**src/rtl/rx_flow_pkg.sv**
```systemverilog
package rx_flow_pkg;

  typedef enum logic [1:0] {
    TRIG_QUARTER = 2'd0,
    TRIG_HALF    = 2'd1,
    TRIG_3QUART  = 2'd2,
    TRIG_NEAR    = 2'd3
  } trig_sel_e;

  // Threshold for a select code, scaled from the queue depth
  function automatic int unsigned lvl_trig(int unsigned depth, logic [1:0] sel);
    case (trig_sel_e'(sel))
      TRIG_QUARTER: return depth / 4;
      TRIG_HALF:    return depth / 2;
      TRIG_3QUART:  return (3 * depth) / 4;
      default:      return depth - depth / 8;
    endcase
  endfunction

  // Step above the threshold: next code's level, or full
  function automatic int unsigned lvl_above(int unsigned depth, logic [1:0] sel);
    if (sel == 2'd3) return depth;
    return lvl_trig(depth, 2'(sel + 2'd1));
  endfunction

  // Step below the threshold: previous code's level, or empty
  function automatic int unsigned lvl_below(int unsigned depth, logic [1:0] sel);
    if (sel == 2'd0) return 0;
    return lvl_trig(depth, 2'(sel - 2'd1));
  endfunction

endpackage

```
**src/rtl/rx_flow_store.sv**
```systemverilog
module rx_flow_store #(
  parameter int unsigned DEPTH = 32,
  parameter int unsigned WORD_W = 11,
  localparam int unsigned PTR_W = $clog2(DEPTH),
  localparam int unsigned CNT_W = $clog2(DEPTH + 1)
) (
  input  logic              clk,
  input  logic              rst_n,
  input  logic              wr_en,
  input  logic [WORD_W-1:0] wr_word,
  input  logic              rd_en,
  output logic [WORD_W-1:0] rd_word,
  output logic [CNT_W-1:0]  fill,
  output logic              wr_ok,
  output logic              rd_ok,
  output logic              wr_drop
);

  logic [WORD_W-1:0] mem [DEPTH];
  logic [PTR_W-1:0]  head, tail;
  logic              full, empty;

  function automatic logic [PTR_W-1:0] ptr_next(logic [PTR_W-1:0] p);
    return (p == PTR_W'(DEPTH - 1)) ? '0 : PTR_W'(p + 1'b1);
  endfunction

  assign full    = (fill == CNT_W'(DEPTH));
  assign empty   = (fill == '0);
  assign rd_ok   = rd_en && !empty;
  assign wr_ok   = wr_en && (!full || rd_ok);
  assign wr_drop = wr_en && !wr_ok;

  always_ff @(posedge clk) begin
    if (wr_ok) mem[tail] <= wr_word;
  end

  always_ff @(posedge clk or negedge rst_n) begin
    if (!rst_n) begin
      head    <= '0;
      tail    <= '0;
      fill    <= '0;
      rd_word <= '0;
    end else begin
      if (wr_ok) tail <= ptr_next(tail);
      if (rd_ok) begin
        head    <= ptr_next(head);
        rd_word <= mem[head];
      end
      case ({wr_ok, rd_ok})
        2'b10:   fill <= fill + 1'b1;
        2'b01:   fill <= fill - 1'b1;
        default: fill <= fill;
      endcase
    end
  end

endmodule

```
**src/rtl/rx_flow_level.sv**
```systemverilog
module rx_flow_level
  import rx_flow_pkg::*;
#(
  parameter int unsigned DEPTH = 32,
  localparam int unsigned CNT_W = $clog2(DEPTH + 1)
) (
  input  logic [CNT_W-1:0] fill,
  input  logic [1:0]       sel,
  output logic [CNT_W-1:0] lvl_t,
  output logic [CNT_W-1:0] lvl_hi,
  output logic [CNT_W-1:0] lvl_lo,
  output logic             data_irq,
  output logic             at_hi,
  output logic             at_lo
);

  assign lvl_t    = CNT_W'(lvl_trig(DEPTH, sel));
  assign lvl_hi   = CNT_W'(lvl_above(DEPTH, sel));
  assign lvl_lo   = CNT_W'(lvl_below(DEPTH, sel));
  assign data_irq = (fill >= lvl_t);
  assign at_hi    = (fill >= lvl_hi);
  assign at_lo    = (fill <= lvl_lo);

endmodule

```
**src/rtl/rx_flow_rts.sv**
```systemverilog
module rx_flow_rts (
  input  logic clk,
  input  logic rst_n,
  input  logic auto_en,
  input  logic req,
  input  logic irq_en,
  input  logic irq_clr,
  input  logic at_hi,
  input  logic at_lo,
  output logic rts_n,
  output logic irq,
  output logic auto_on,
  output logic pause_set,
  output logic pause_clr
);

  logic paused;

  assign auto_on   = auto_en && req;
  assign pause_set = auto_on && !paused && at_hi;
  assign pause_clr = paused && (!auto_on || at_lo);

  always_ff @(posedge clk or negedge rst_n) begin
    if (!rst_n) begin
      paused <= 1'b0;
      irq    <= 1'b0;
    end else begin
      if (pause_set)      paused <= 1'b1;
      else if (pause_clr) paused <= 1'b0;
      if (pause_set && irq_en) irq <= 1'b1;
      else if (irq_clr)        irq <= 1'b0;
    end
  end

  assign rts_n = auto_on ? paused : !req;

endmodule

```
**src/rtl/rx_flow_fifo.sv**
```systemverilog
module rx_flow_fifo #(
  parameter int unsigned DEPTH  = 32,
  parameter int unsigned DATA_W = 8,
  parameter int unsigned ERR_W  = 3,
  localparam int unsigned WORD_W = DATA_W + ERR_W,
  localparam int unsigned CNT_W  = $clog2(DEPTH + 1)
) (
  input  logic              clk,
  input  logic              rst_n,
  input  logic              wr_en,
  input  logic [DATA_W-1:0] wr_data,
  input  logic [ERR_W-1:0]  wr_err,
  input  logic              rd_en,
  output logic [DATA_W-1:0] rd_data,
  output logic [ERR_W-1:0]  rd_err,
  output logic [CNT_W-1:0]  fill_count,
  input  logic [1:0]        trig_sel,
  input  logic              auto_rts_en,
  input  logic              rts_req,
  input  logic              rts_irq_en,
  input  logic              rts_irq_clr,
  output logic              data_irq,
  output logic              rts_n,
  output logic              rts_irq,
  output logic              overrun
);

  logic [WORD_W-1:0] rd_word;
  logic              wr_ok, rd_ok, wr_drop;
  logic [CNT_W-1:0]  lvl_t, lvl_hi, lvl_lo;
  logic              at_hi, at_lo;
  logic              auto_on, pause_set, pause_clr;

  rx_flow_store #(.DEPTH(DEPTH), .WORD_W(WORD_W)) u_store (
    .clk(clk), .rst_n(rst_n),
    .wr_en(wr_en), .wr_word({wr_err, wr_data}),
    .rd_en(rd_en), .rd_word(rd_word),
    .fill(fill_count),
    .wr_ok(wr_ok), .rd_ok(rd_ok), .wr_drop(wr_drop)
  );

  rx_flow_level #(.DEPTH(DEPTH)) u_level (
    .fill(fill_count), .sel(trig_sel),
    .lvl_t(lvl_t), .lvl_hi(lvl_hi), .lvl_lo(lvl_lo),
    .data_irq(data_irq), .at_hi(at_hi), .at_lo(at_lo)
  );

  rx_flow_rts u_rts (
    .clk(clk), .rst_n(rst_n),
    .auto_en(auto_rts_en), .req(rts_req),
    .irq_en(rts_irq_en), .irq_clr(rts_irq_clr),
    .at_hi(at_hi), .at_lo(at_lo),
    .rts_n(rts_n), .irq(rts_irq),
    .auto_on(auto_on), .pause_set(pause_set), .pause_clr(pause_clr)
  );

  assign rd_data = rd_word[DATA_W-1:0];
  assign rd_err  = rd_word[WORD_W-1:DATA_W];

  always_ff @(posedge clk or negedge rst_n) begin
    if (!rst_n)       overrun <= 1'b0;
    else if (wr_drop) overrun <= 1'b1;
  end

endmodule

```
**config.mk**
```make
export PLATFORM = sky130hd
export DESIGN_NAME = rx_flow_fifo
export DESIGN_NICKNAME = d
export VERILOG_FILES = /design/src/rtl/rx_flow_pkg.sv /design/src/rtl/rx_flow_store.sv /design/src/rtl/rx_flow_level.sv /design/src/rtl/rx_flow_rts.sv /design/src/rtl/rx_flow_fifo.sv
export SDC_FILE = /design/constraint.sdc
export NUM_CORES = 1
export LEC_CHECK = 0
export ABC_AREA = 1
export BUFFER_PORTS_ARGS = -buffer_cell sky130_fd_sc_hd__buf_2
export CELL_PAD_IN_SITES_DETAIL_PLACEMENT = 0
export CELL_PAD_IN_SITES_GLOBAL_PLACEMENT = 1
export CORE_MARGIN = 4
export CORE_UTILIZATION = 35
export CTS_BUF_LIST = sky130_fd_sc_hd__clkbuf_4
export DETAILED_ROUTE_END_ITERATION = 10
export PLACE_DENSITY_LB_ADDON = 0.08
export SKIP_CTS_REPAIR_TIMING = 1
export SYNTH_ARGS = -nofsm -noshare
export SYNTH_HDL_FRONTEND = slang
export SYNTH_SLANG_ARGS = --single-unit
```
**constraint.sdc**
```tcl
create_clock -name clk -period 3.4 [get_ports clk]
set_input_delay 0.17 -clock clk [delete_from_list [all_inputs] [get_ports clk]]
set_output_delay 0.17 -clock clk [all_outputs]
set_load 0.005 [all_outputs]
```
# Yosys cells after proc, flatten, opt, wreduce, memory -nomap -nowiden
# Memories as Yosys holds them, arrays and structs flattened. A register that Yosys moved wholly into a read port is not among the register bits.
# Cells that the tools add are included.
[totals]
reg_bits = 19
ram_bits = 352
output_inout_bits = 21
memories = 1
[memory_table]
columns = ["name", "words", "word_bits", "read_ports", "rd_ports_with_merged_regs", "write_ports", "line", "rtl"]
rows = [
  ["u_store.mem", 32, 11, 1, 1, 1, "rx_flow_store.sv:19", "logic [WORD_W-1:0] mem [DEPTH];"],
]
[classes]
n_addsub = 6
order_cmp = 3
n_eq_ne = 12
mux = 18
n_reduce_logical = 24
[ops]
columns = ["operator", "n"]
rows = [
  ["one-hot mux 5 bit (3 select lines)", 3],
  ["two-way mux 6 bit", 3],
  ["one-hot mux 6 bit (2 select lines)", 1],
  ["adder 5 x 1 -> 5 bit, second input constant", 2],
  ["== test 2 bit, second input constant", 5],
  ["== test 5 bit, second input constant", 2],
  ["two-way mux 5 bit", 2],
  ["two-way mux 1 bit", 9],
  ["== test 2 x 1 -> 1 bit, second input constant", 4],
  ["logical AND 1 bit", 8],
  ["logical NOT 1 bit", 7],
  ["adder 6 x 1 -> 6 bit, second input constant", 1],
  ["== test 6 bit, second input constant", 1],
  ["greater-or-equal comparator 6 x 5 -> 1 bit", 1],
  ["greater-or-equal comparator 6 bit", 1],
  ["<= comparator 6 bit", 1],
  ["logical NOT 2 bit", 3],
  ["logical NOT 6 bit", 1],
  ["nonzero test 2 bit", 3],
  ["subtractor 6 x 1 -> 6 bit, second input constant", 1],
  ["adder 2 x 1 -> 2 bit, second input constant", 1],
  ["logical OR 1 bit", 2],
  ["subtractor 2 x 1 -> 2 bit, second input constant", 1],
]

# Logic depth before layout (Yosys ltp)
[logic_depth]
word_depth = 9
depth_mapped = 12

# Modules after synthesis
# A second synthesis with hierarchy kept.
[hier_totals]
cells_unflattened = 1460
hier_area_um2 = 16355.7
[by_module_without_submodules]
columns = ["mod", "n_inst", "cells_per_inst", "area_each_um2", "seq_area_each_um2"]
rows = [
  ["rx_flow_store", 1, 1366, 15757.6, 11245.8],
  ["rx_flow_level", 1, 72, 446.7, 0.0],
  ["rx_flow_rts", 1, 18, 115.1, 50.0],
  ["rx_flow_fifo", 1, 4, 36.3, 25.0],
]

# Least setup slack after synthesis
# Ideal clock, no wire load.
[synth_path]
path_kind = "reg2reg"
startpoint = "register u_store.fill[0]"
endpoint = "memory u_store.mem[15][0], enable pin"
setup_time_ps = 393
t_arrival_ps = 1718
setup_slack_ps = 1289
stages_incl_launch_ff = 7
cell_sequence = "dfrtp_1 -> nor2_4 -> nand2_1 -> nor3_2 -> nor2_2 -> inv_1 -> nor3_1"
[synth_via]
elab_chain_cells = 7
word_cells_on_any_way = 9
cone_classes = "eq/ne (1); mux (2); reduce/logical (6)"
[synth_rtl]
columns = ["item", "line", "rtl"]
rows = [
  ["start: declaration", "rx_flow_store.sv:13", "output logic [CNT_W-1:0] fill,"],
  ["start signal: assignment", "rx_flow_store.sv:50", "2'b10: fill <= fill + 1'b1;"],
  ["start signal: assignment", "rx_flow_store.sv:51", "2'b01: fill <= fill - 1'b1;"],
  ["start signal: assignment", "rx_flow_store.sv:52", "default: fill <= fill;"],
  ["logical NOT 6 bit", "rx_flow_store.sv:28", "assign empty = (fill == '0);"],
  ["logical NOT 1 bit", "rx_flow_store.sv:29", "assign rd_ok = rd_en && !empty;"],
  ["logical AND 1 bit", "rx_flow_store.sv:29", ""],
  ["logical OR 1 bit *", "rx_flow_store.sv:30", "assign wr_ok = wr_en && (!full || rd_ok);"],
  ["logical AND 1 bit *", "rx_flow_store.sv:30", ""],
  ["two-way mux 1 bit *", "rx_flow_store.sv:34", "if (wr_ok) mem[tail] <= wr_word;"],
  ["two-way mux 1 bit (implied by the code) *", "rx_flow_store.sv:34", ""],
  ["end: declaration", "rx_flow_store.sv:19", ""],
]
# Mark *: on every way between the ends. The rest lies on a longest branch, timed or not.

# Final worst setup path
[layout_path]
startpoint = "register u_store.fill[3]"
endpoint = "memory u_store.mem[18][1], enable pin"
# Same word-level chain as after synthesis.

==> metrics.txt <==
GRT overflow=0; initial antenna violation count=1; GRT Resource Usage Total=0.178; hold slack=0.0143 ns; share of layout cells above drive strength 1=0.175; final setup fails=0; final WL=47,100 µm; commonest non-fill, non-tap cell in the layout=nand2_1; RSZ-0062 raised after global routing=no; post-detailed-route via-to-cell ratio=4.67; Final Hold Fails=0; Yosys reg bits=382; total of max-cap violations=0; Post-Syn Area=17,100 µm²; initial DRC count=740; clk_lat worst skew=0.82 ns; global-route wire length before repair=70,500 µm; most common flop cell mapped by yosys=edfxtp_1; most used cell, CP=nor2_1; syn_area_per_cell=10.5 µm²; power per cell area=787 nW/µm²; synth warn=0; Setup crit end=u_store.mem[18][1]; setup TNS=0 ns; Max VDD drop=0.567 mV; Worst path top cell family by delay=simple AND/OR/NAND/NOR gates; worst-path maximum fanout=14; Die Ht=229 µm; ANT nets after route=0; DRC Markers=0; NumNets Final=1,817; Least-Margin Pin Slew=0.902 ns; CP Launch Point=u_store.fill[3]; Largest stage delay, worst path=0.75 ns; Clock Tree Buf Depth=3; Area growth syn-to-layout=15.7%; post-DP HPWL=26,300 µm; clk slew on worst S/H paths=0.06 ns; r2r endpoint=u_store.mem[18][1]; CP max-delay cell=nor2_1; mux contribution to synthesized area=0; port buffer count=41; CTS Sinks=382; final-report max-slew violation count=0; H-tree Lvls=3; Syn Inst Count=1,633; Worst Path Buf+Inv=0; worst hold path class=input pin to asynchronous set/reset pin; post-synthesis async set-or-reset flop share=0.0785; Worst Path Required=3.82 ns; First-pass DRT Iterations=5; Mapped Nets=1,683; TritonCTS clock tree=built; I/O pin count=42; slew margin rel.=0.397; cell depth of the worst setup path=6; Arr. time, crit path=2.96 ns; number of synthesized flops with an enable pin=352; Seq/Total Area, Yosys=0.661; Synth Area in XOR/XNOR=0.00307; Final Cycle Share=0.745; Netlist cell types=37; f_max=0.395 GHz; CTS Buf Count=108; DR vias=11,575; Worst R2R Setup Slack=0.87 ns; Leak=8.47 nW; main combinational cell family by area after synthesis=simple AND/OR/NAND/NOR gates; largest net degree at the start of global routing=102; Root Driver=clkbuf_4; Compound-Gate Fraction of Synth Area=0.0126; min Tclk post-route=2.53 ns; Adder-Cell Fraction of Synth Area=0.0216; per-cell routed wire length=19.0 µm; critical-path cell list=nor2_1 -> nand2_1 -> nor3_2 -> nor2_2 -> nand2_2 -> nor2_1; CP Capture Type=flop; post-synthesis simple-gate area fraction=0.217; most frequent cells in the layout=382 x nand2_1, 352 x edfxtp_1, 332 x nand3_1, 269 x inv_1, 185 x clkbuf_4; startpoint types=flop; R2R Path Start=u_store.fill[3]; cells on worst reg2reg path=6; initial core utilization=0.357; Setup Crit Path Kind=flop to flop; GP Congestion=0.763; Die Area=52,600 µm²; Core Region=48,000 µm²; width of the die=229 µm; worst-case clock skew=0.0372 ns; Row Count=80; vias in the first global route=11,370; status=complete, no violations
==> area by class of cell <==
class                           count  area, µm²
Antenna cell                        3       7.51
Clock buffer                      185       1390
Clock inverter                     16        115
Fill cell                        4685      28200
Inverter                          274       1030
Multi-Input combinational cell    900       4380
Sequential cell                   382      11300
Tap cell                          615        769
Timing Repair Buffer              101        791
==> worst min-delay path by stage <==
stage	start	endpoint	slack, ns	cells after the start
after floorplan	rst_n	overrun	-0.13	0
after global placement	rst_n	u_store.fill[2]	0.33	1
after CTS	rst_n	u_store.fill[2]	-0.60	1
after global routing	rst_n	u_store.fill[2]	0.03	2
after detailed placement	rst_n	u_store.fill[2]	0.32	1
final	rst_n	u_store.fill[2]	0.01	2
==> worst reg2reg max path: stages, from the launching register on <==
cell and delay, ns:
dfrtp_1 0.49, nor2_1 0.10, nand2_1 0.09, nor3_2 0.05
nor2_2 0.41, nand2_2 0.27, nor2_1 0.75
==> metrics by stage <==
stage	total power [mW]	std cells	util	setup WS (ns)	area [µm²]
floorplan	9.29	1633	-	1.29	17100
detailed placement	11.3	2253	0.377	0.824	18100
global placement	11.3	2253	0.377	0.905	18100
CTS	15.9	2454	0.408	0.809	19600
global route	16.7	2475	0.412	0.550	19800
finish	15.6	2476	0.413	0.867	19800
==> Yosys cell counts, types with 3 or more instances <==
cell type  count  area (µm²)
nand2_1      382        1430
edfxtp_1     352       10600
nand3_1      332        1660
inv_1        269        1010
buf_2         41         205
nor2_1        38         143
or2_2         33         206
dfrtp_1       30         751
ha_1          28         350
or2_1         19         119
clkbuf_1      17        63.8
o21ai_0       15        75.1
o211ai_1      11        82.6
buf_4          8        60.1
nor3_1         7        35.0
buf_6          6        67.6
buf_1          5        18.8
or2_0          5        31.3
xor2_1         5        43.8
nand2_2        4        25.0
nand4_1        4        25.0
a21oi_1        3        15.0
inv_2          3        11.3
==> where the power goes <==
part	switching [mW]	internal, mW
Combinational	3.68	1.62
Sequential	0.271	5.52
Clock	1.93	2.57
Total	5.88	9.71
==> cell families after synthesis <==
family,count (synthesis)
xor gates and xnor gates,6
AOI/OAI and AO/OA,35
buffers and inverters,351
DFF,382
and+or+nand+nor,829
adders and majority gates,29
other,1
==> metal layers <==
metal	track usage	wire length (µm)	part of all wire	vias to the layer above
met5	0	0	0	-
met4	0.0738	1460	0.031	0
met3	0.0340	2300	0.049	84
met2	0.287	22100	0.47	283
met1	0.238	21200	0.45	5478
li1	-	-	-	5730
==> registers in the layout, summed over array words and instances, names as in the netlist <==
signal,count
u_store.mem,352
u_store.rd_word,11
u_store.fill,6
u_store.head,5
u_store.tail,5
overrun,1
u_rts.irq,1
u_rts.paused,1
No activity file was read; power rests on OpenSTA's default activity.
